==> src/rtl/spi_shift_pkg.sv <==
package spi_shift_pkg;
  parameter int unsigned SIZE_W = 4;
  parameter int unsigned DATA_W = 2 ** SIZE_W;
  parameter int unsigned CNT_W  = SIZE_W + 1;

  typedef struct packed {
    logic              loopback;
    logic              cpha;
    logic              cpol;
    logic [SIZE_W-1:0] size_m1;
  } frame_cfg_t;

  // frame length minus one, with short codes raised to the floor
  function automatic logic [SIZE_W-1:0] eff_m1(logic [SIZE_W-1:0] code,
                                                logic [SIZE_W-1:0] floor_m1);
    return (code < floor_m1) ? floor_m1 : code;
  endfunction
endpackage

==> src/rtl/spi_edge_seq.sv <==
module spi_edge_seq
  import spi_shift_pkg::*;
#(
  parameter int unsigned MIN_BITS = 4
) (
  input  logic              clk_i,
  input  logic              rst_ni,
  input  logic              start_i,
  input  logic              sclk_en_i,
  input  frame_cfg_t        cfg_i,
  output logic              load_o,
  output logic [SIZE_W-1:0] load_m1_o,
  output logic              busy_o,
  output logic              done_o,
  output logic              sclk_o,
  output logic              drive_o,
  output logic              sample_o,
  output logic              finish_o,
  output logic              loopback_o
);
  localparam logic [SIZE_W-1:0] FLOOR_M1 = SIZE_W'(MIN_BITS - 1);

  logic              busy_q, done_q, sclk_q, cpha_q, loop_q;
  logic [CNT_W-1:0]  edge_q;
  logic [SIZE_W-1:0] m1_q;
  logic [CNT_W-1:0]  last_edge;
  logic              tick, last, odd;

  assign load_o    = start_i & ~busy_q;
  assign load_m1_o = eff_m1(cfg_i.size_m1, FLOOR_M1);
  assign tick      = busy_q & sclk_en_i;
  assign last_edge = {m1_q, 1'b1};
  assign last      = (edge_q == last_edge);
  assign odd       = edge_q[0];

  // even edge index = leading edge, odd = trailing edge
  assign drive_o  = tick & (cpha_q ? ~odd : (odd & ~last));
  assign sample_o = tick & (cpha_q ? odd : ~odd);
  assign finish_o = tick & last;

  always_ff @(posedge clk_i or negedge rst_ni) begin
    if (!rst_ni) begin
      busy_q <= 1'b0;
      done_q <= 1'b0;
      sclk_q <= 1'b0;
      cpha_q <= 1'b0;
      loop_q <= 1'b0;
      edge_q <= '0;
      m1_q   <= FLOOR_M1;
    end else begin
      done_q <= finish_o;
      if (load_o) begin
        busy_q <= 1'b1;
        edge_q <= '0;
        sclk_q <= cfg_i.cpol;
        cpha_q <= cfg_i.cpha;
        loop_q <= cfg_i.loopback;
        m1_q   <= load_m1_o;
      end else if (tick) begin
        sclk_q <= ~sclk_q;
        edge_q <= edge_q + 1'b1;
        if (last) busy_q <= 1'b0;
      end
    end
  end

  assign busy_o     = busy_q;
  assign done_o     = done_q;
  assign sclk_o     = sclk_q;
  assign loopback_o = loop_q;
endmodule

==> src/rtl/spi_tx_path.sv <==
module spi_tx_path
  import spi_shift_pkg::*;
(
  input  logic              clk_i,
  input  logic              rst_ni,
  input  logic              load_i,
  input  logic              cpha_i,
  input  logic [SIZE_W-1:0] m1_i,
  input  logic [DATA_W-1:0] word_i,
  input  logic              drive_i,
  output logic              mosi_o
);
  logic [DATA_W-1:0] tx_q;
  logic [SIZE_W-1:0] ptr_q;
  logic              mosi_q;

  always_ff @(posedge clk_i or negedge rst_ni) begin
    if (!rst_ni) begin
      tx_q   <= '0;
      ptr_q  <= '0;
      mosi_q <= 1'b0;
    end else if (load_i) begin
      tx_q <= word_i;
      if (cpha_i) begin
        mosi_q <= 1'b0;
        ptr_q  <= m1_i;
      end else begin
        // phase 0: first bit must be on the line before the first edge
        mosi_q <= word_i[m1_i];
        ptr_q  <= m1_i - 1'b1;
      end
    end else if (drive_i) begin
      mosi_q <= tx_q[ptr_q];
      ptr_q  <= ptr_q - 1'b1;
    end
  end

  assign mosi_o = mosi_q;
endmodule

==> src/rtl/spi_rx_path.sv <==
module spi_rx_path
  import spi_shift_pkg::*;
(
  input  logic              clk_i,
  input  logic              rst_ni,
  input  logic              load_i,
  input  logic              sample_i,
  input  logic              finish_i,
  input  logic              serial_i,
  output logic [DATA_W-1:0] word_o
);
  logic [DATA_W-1:0] sh_q, word_q, sh_nxt;

  assign sh_nxt = {sh_q[DATA_W-2:0], serial_i};

  always_ff @(posedge clk_i or negedge rst_ni) begin
    if (!rst_ni) begin
      sh_q   <= '0;
      word_q <= '0;
    end else begin
      if (load_i)        sh_q <= '0;
      else if (sample_i) sh_q <= sh_nxt;
      // phase 1 samples on the final edge itself
      if (finish_i) word_q <= sample_i ? sh_nxt : sh_q;
    end
  end

  assign word_o = word_q;
endmodule

==> src/rtl/spi_frame_shifter.sv <==
module spi_frame_shifter
  import spi_shift_pkg::*;
#(
  parameter int unsigned MIN_BITS = 4
) (
  input  logic              clk_i,
  input  logic              rst_ni,
  input  logic              sclk_en_i,
  input  logic              start_i,
  input  logic [6:0]        cfg_i,
  input  logic [DATA_W-1:0] tx_word_i,
  input  logic              miso_i,
  output logic              sclk_o,
  output logic              mosi_o,
  output logic              busy_o,
  output logic              done_o,
  output logic [DATA_W-1:0] rx_word_o
);
  frame_cfg_t        cfg;
  logic              load, drive, sample, finish, loopback, serial_in;
  logic [SIZE_W-1:0] load_m1;

  assign cfg = frame_cfg_t'(cfg_i);

  spi_edge_seq #(.MIN_BITS(MIN_BITS)) i_seq (
    .clk_i     (clk_i),
    .rst_ni    (rst_ni),
    .start_i   (start_i),
    .sclk_en_i (sclk_en_i),
    .cfg_i     (cfg),
    .load_o    (load),
    .load_m1_o (load_m1),
    .busy_o    (busy_o),
    .done_o    (done_o),
    .sclk_o    (sclk_o),
    .drive_o   (drive),
    .sample_o  (sample),
    .finish_o  (finish),
    .loopback_o(loopback)
  );

  spi_tx_path i_tx (
    .clk_i  (clk_i),
    .rst_ni (rst_ni),
    .load_i (load),
    .cpha_i (cfg.cpha),
    .m1_i   (load_m1),
    .word_i (tx_word_i),
    .drive_i(drive),
    .mosi_o (mosi_o)
  );

  assign serial_in = loopback ? mosi_o : miso_i;

  spi_rx_path i_rx (
    .clk_i   (clk_i),
    .rst_ni  (rst_ni),
    .load_i  (load),
    .sample_i(sample),
    .finish_i(finish),
    .serial_i(serial_in),
    .word_o  (rx_word_o)
  );
endmodule

==> config.mk <==
export PLATFORM = sky130hd
export DESIGN_NAME = spi_frame_shifter
export DESIGN_NICKNAME = d
export VERILOG_FILES = /design/src/rtl/spi_shift_pkg.sv /design/src/rtl/spi_edge_seq.sv /design/src/rtl/spi_tx_path.sv /design/src/rtl/spi_rx_path.sv /design/src/rtl/spi_frame_shifter.sv
export SDC_FILE = /design/constraint.sdc
export NUM_CORES = 1
export LEC_CHECK = 0
export ABC_AREA = 1
export CELL_PAD_IN_SITES_DETAIL_PLACEMENT = 0
export CELL_PAD_IN_SITES_GLOBAL_PLACEMENT = 1
export CORE_MARGIN = 2
export CORE_UTILIZATION = 44
export CTS_CLUSTER_SIZE = 14
export DETAILED_ROUTE_END_ITERATION = 16
export MAX_ROUTING_LAYER = met4
export PLACE_DENSITY = 0.95
export RECOVER_POWER = 100
export SETUP_SLACK_MARGIN = 0.4
export SLEW_MARGIN = 20
export SYNTH_ARGS = -nofsm -noshare
export SYNTH_HDL_FRONTEND = slang
export SYNTH_SLANG_ARGS = --single-unit
==> constraint.sdc <==
create_clock -name clk_i -period 4 [get_ports clk_i]
set_clock_uncertainty 0.15 [all_clocks]
set_input_delay 1 -clock clk_i [delete_from_list [all_inputs] [get_ports clk_i]]
set_output_delay 1 -clock clk_i [all_outputs]
set_load 0.02 [all_outputs]
=== Word-level counts from Yosys, hierarchy flattened ===
Cells that the tools add are included.

* Register bits after elaboration: 67
* Bits of input ports: 28
* Output and inout bits: 20
* Word-level logic and storage cells: 56

* $add $sub $neg: 3
* $lt $le $gt $ge: 3
* Equality and inequality tests: 1
* Mux-type cells: 23
* Bitwise operators: 10
* Reduce and logical (&&, ||, !) cells: 4

{| class="wikitable"
|+ Operators by type and width
! kind !! number
|-
| 16-bit two-way mux || 2
|-
| 4-bit two-way mux || 4
|-
| 1-bit two-way mux || 13
|-
| 4-bit by 5-bit less-than comparator with 1-bit output, second input constant || 2
|-
| 5-bit two-way mux || 2
|-
| 1-bit binary-select mux with 4-bit select || 2
|-
| 4-bit by 1-bit subtractor with 4-bit output, second input constant || 2
|-
| 1-bit AND || 6
|-
| 2-bit nonzero test || 3
|-
| 5-bit by 1-bit adder with 5-bit output, second input constant || 1
|-
| 5-bit equality test || 1
|-
| 4-bit by 2-bit less-than comparator with 1-bit output, second input constant || 1
|-
| 1-bit NOT || 4
|-
| 2-bit AND reduction || 1
|}

=== Depth between registers and ports, before layout ===
* Word-level depth: 7
* Mapped depth: 11
* Mapped depth without buffers: 11

=== Cells and area by module ===
A second synthesis with hierarchy kept.

* Cells, all modules: 457
* Area total of the unflattened synthesis: 3,432.0 um2

{| class="wikitable"
|+ Modules (own cells, without submodules)
! module !! instances !! cells each !! area each (um2) !! sequential area each (um2)
|-
| spi_rx_path || 1 || 171 || 1,398.8 || 800.8
|-
| spi_tx_path || 1 || 195 || 1,322.5 || 525.5
|-
| spi_edge_seq || 1 || 87 || 695.7 || 352.8
|-
| spi_frame_shifter || 1 || 4 || 15.0 || 0.0
|}

=== Least setup slack after synthesis ===
OpenSTA, ideal clock, no wires.

* Path kind: input -> register
* Start: input sclk_en_i
* End: register i_rx.word_q[10], in the netlist i_rx.word_o[10]
* Library setup time: 123 ps
* Arrival: 1,753 ps
* Required time: 3,727 ps
* Slack: 1,974 ps
* Stages: 6
* Buffers on the path: 1
* Path through: nand2_1 -> inv_2 -> nand2_1 -> buf_2 -> a21oi_1 -> o21ai_2

* Longest elaborated chain between the ends: 3
* Elaborated cells on any way between the ends: 4
* Classes of those cells: mux (1); bitwise (3)

{| class="wikitable"
|+ Ends and longest elaborated chain
! element !! line !! source
|-
| from (decl) || spi_frame_shifter.sv:8 || <nowiki>input logic sclk_en_i,</nowiki>
|-
| 1-bit AND * || spi_edge_seq.sv:31 || <nowiki>assign tick = busy_q & sclk_en_i;</nowiki>
|-
| 1-bit AND || spi_edge_seq.sv:38 || <nowiki>assign sample_o = tick & (cpha_q ? odd : ~odd);</nowiki>
|-
| 16-bit two-way mux || n/a ||
|-
| to (signal assigned) || spi_rx_path.sv:24 || <nowiki>if (finish_i) word_q <= sample_i ? sh_nxt : sh_q;</nowiki>
|-
| to (decl) || spi_rx_path.sv:12 || <nowiki>logic [DATA_W-1:0] sh_q, word_q, sh_nxt;</nowiki>
|}

Every way passes the cells marked *; elsewhere a longest branch is shown, timed or not.
A chain may end at the register's enable or synchronous reset.

=== Worst setup path in the final report ===
* Start: input start_i
* End: register i_tx.ptr_q[0]

* Longest elaborated chain between the ends: 2
* Elaborated cells on any way between the ends: 3
* Classes of those cells: mux (1); bitwise (1); reduce/logical (1)

{| class="wikitable"
|+ Ends and longest elaborated chain
! element !! line !! source
|-
| from (decl) || spi_frame_shifter.sv:9 || <nowiki>input logic start_i,</nowiki>
|-
| 1-bit AND * || spi_edge_seq.sv:29 || <nowiki>assign load_o = start_i & ~busy_q;</nowiki>
|-
| 4-bit two-way mux or 2-bit nonzero test (tied branches) || n/a ||
|-
| to (signal assigned) || spi_tx_path.sv:26 || <nowiki>ptr_q <= m1_i;</nowiki>
|-
| to (signal assigned) || spi_tx_path.sv:30 || <nowiki>ptr_q <= m1_i - 1'b1;</nowiki>
|-
| to (signal assigned) || spi_tx_path.sv:34 || <nowiki>ptr_q <= ptr_q - 1'b1;</nowiki>
|-
| to (decl) || spi_tx_path.sv:14 || <nowiki>logic [SIZE_W-1:0] ptr_q;</nowiki>
|}

Marks and branches as above.

==> flow_summary.yaml <==
run_status:
  status: "finished with violations"
  violations: "max-capacitance violations, max-slew violations"
routing:
  routedWlPerCell_um: 13.0
  via_count: 2680
  final_antenna_net_count: 0
  viasPerCell: 4.95
  totalWireLength_um: 7010
  first_pass_iters: 4
  drt_iter0_drc: 125
  route.detailed.drc: 0
place:
  post-place-cells: 525
  hpwlAfterDp_um: 4960
  place.gp.congestion: 0.887
  io_buffer_count: 47
yosys:
  synth_area_um2: 3290
  yosys_warnings: 0
  synth_nets: 420
  synthSimpleGateAreaFrac_pct: 26.2
  synthAdderAreaFrac_pct: 0.760
  syn-instance-count: 390
  ys_types: 33
  yosys.area_share.xor_xnor_pct: 1.33
  synth.ff_latch_count: 67
  yosysSeqAreaShare_pct: 51.0
  synthMuxAreaShare_pct: 0.951
  synth_compound_area_share_pct: 12.7
  synth_top_family_by_area: "simple AND/OR/NAND/NOR gates"
  syn_area_per_cell_um2: 8.44
sta:
  finalSetupTns_ns: 0
  finalSetupViolCount: 0
  finalMaxSlewViolations: 68
  hold_violations: 0
  slew_headroom_pct: -8.77
  worstMarginPinSlew_ns: 1.63
  rsz0062_at_grt: "false"
  fmax_ghz: 0.321
  fin_crit_ns: 3.12
  fin_crit_sh_pct: 77.9
clocking:
  path_clk_slew_ns: 0.07
  clk_path_buf_depth: 2
  clk_latency_ns: 0.34
  postCtsHoldBufs: 0
  post_cts_buffers: 0
  cts_root_buffer: "clkbuf_8"
  htree_levels: 3
  cts_sinks: 67
  cts_buffers: 9
  cts_tree: "built"
  post_cts_resized: 0
floorplanning:
  initial_utilization_pct: 45.4
  coreArea_um2: 7250
  num_io_pins: 48
  die_area_um2: 8190
  fp-row-count: 31
  die_width_um: 90.5
  fp.dieH_um: 90.5
cells_and_area:
  antenna_cells: 0
  final.fill_count: 682
  stdcell_count: 541
  nNetsFinal: 467
  drive_gt1_share_pct: 11.5
  finish.utilization_pct: 54.2
  syn_to_final_growth_pct: 19.5
setup_path:
  crit_arrival_ns: 3.19
  crit_start: "start_i"
  endpoint_kind: "flop"
  start_kind: "input pin"
  rrSetupSlack_ns: 1.58
  r2r_cells: 4
  worst_ep_required_time_ns: 4.07
  reg2reg_to: "i_rx.word_o[5]"
  r2r-start: "i_seq.edge_q[1]"
  worstPathMaxFanout: 22
  crit_type: "in2reg"
global_route:
  grt_busiest_layer: "met2"
  gr-usage-met1_pct: 23.4
  use_met3_pct: 4.01
  grt_max_degree: 68
  grt_pass1_vias: 2662
  grt_util_all_layers_pct: 18.9
  grtUsageMet2_pct: 30.4
  antenna_found_initial: 0
  overflow: 0
  grt_pass1_wl_um: 12000
pwr:
  power_density_nw_per_um2: 776
  p_total_mw: 3.05
  vdd_drop_max_v: 0.000233
  leakagePower_nw: 1.96
min_path:
  hold_end: "i_rx.word_o[4]"
  hp-start: "i_rx.word_o[4]"
  min_path_cells: 2
  hold_class: "reg2reg"
job:
  maxCapViolCount: 1
## worst max-delay path by stage
| stage | slack, ns | depth (start not counted) | endpoint |
|---|---|---|---|
| 2_1_floorplan | 1.97 | 6 | i_rx.word_o[10] |
| 3_3_place_gp | 0.93 | 6 | i_rx.word_o[12] |
| 3_5_place_dp | 0.87 | 6 | i_rx.word_o[5] |
| 4_1_cts | 1.24 | 6 | i_rx.word_o[7] |
| 5_1_grt | 0.68 | 5 | i_tx.ptr_q[3] |
| 6_report | 0.88 | 6 | i_tx.ptr_q[0] |
## state kept, by name, indices dropped and copies added, names as in the netlist
| signal | cells |
|---|---|
| i_seq.loopback_o | 1 |
| i_seq.cpha_q | 1 |
| i_seq.busy_o | 1 |
| i_seq.sclk_o | 1 |
| i_tx.ptr_q | 4 |
| i_tx.tx_q | 16 |
| i_seq.edge_q | 5 |
| i_seq.m1_q | 4 |
| i_rx.word_o | 16 |
| i_tx.mosi_o | 1 |
| i_seq.done_o | 1 |
| i_rx.sh_q | 16 |
## layout make-up
type | count | area, um2 | share of cell area, %
clock inverters | 5 | 52.6 | 1.34
inverters | 35 | 131 | 3.34
flip-flops and latches | 67 | 1680 | 42.7
clock buffers | 11 | 141 | 3.60
repair buffers | 51 | 485 | 12.3
well taps | 99 | 124 | 3.15
multi-input cells | 273 | 1320 | 33.5
## worst max-delay path, cell delays in order
cell           delay (ns)
dlygate4sd3_1        0.54
nand2_1              0.24
clkbuf_1             0.78
nand2_1              0.37
o21ai_0              0.16
o21ai_1              0.09
## per-layer routing
metal  wire length [um]  vias up
met3                308        8
li1                   -     1331
met2               3420       65
met4                 89        0
met1               3190     1276
met5                  0        -
## where the power goes
| group | internal, mW | switching, mW |
|---|---|---|
| Combinational | 0.509 | 0.775 |
| Sequential | 1.01 | 0.203 |
| Clock | 0.302 | 0.254 |
| Total | 1.82 | 1.23 |
## cell families (layout without fill, tap and decap cells)
| group | Yosys count | in the layout |
|---|---|---|
| AOI/OAI and AO/OA | 69 | 69 |
| and+or+nand+nor | 194 | 194 |
| DFF | 67 | 67 |
| adders and majority gates | 2 | 2 |
| muxes | 3 | 3 |
| xor gates and xnor gates | 5 | 5 |
| buffers and inverters | 50 | 102 |
## cell usage after synthesis (all sizes together)
cell / number / share of area (%)
clkbuf: 2 / 0.23
or2: 1 / 0.27
buf: 13 / 2.8
o211ai: 1 / 0.23
dfstp: 2 / 1.6
nor4: 1 / 0.19
nor3: 1 / 0.30
mux2: 1 / 0.34
o22ai: 1 / 0.19
xor2: 2 / 0.53
inv: 34 / 3.9
mux2i: 2 / 0.61
clkinv: 1 / 0.11
a31oi: 1 / 0.19
nand2: 117 / 15
nor2: 53 / 6.4
nand3: 20 / 3.0
ha: 2 / 0.76
nand4: 1 / 0.65
o21ai: 51 / 9.5
xnor2: 3 / 0.80
dfrtp: 65 / 49
a21oi: 15 / 2.6
## per-stage QoR
stage / worst slack, ns / hold slack (ns) / instance area (um2)
after global placement: 0.929 / 0.314 / 3810
after CTS: 1.24 / 0.343 / 4000
final: 0.883 / 0.336 / 3930
after global routing: 0.685 / 0.360 / 3930
after floorplan: 1.97 / 0.294 / 3290
after detailed placement: 0.868 / 0.320 / 3810
## placed cells by master (no fill, tap or decap), types with 3 or more instances in the layout
cell type / n
dfrtp_1: 65
o21ai_1: 4
a21oi_1: 14
nand2_2: 14
clkbuf_8: 10
xnor2_1: 3
nor2_1: 50
o21ai_2: 5
dlygate4sd3_1: 22
clkinv_2: 3
nand3_1: 20
inv_1: 32
clkdlybuf4s50_1: 24
o21ai_0: 42
clkbuf_1: 3
nand2_1: 101
Note: power is estimated with default switching activity, not from simulation.
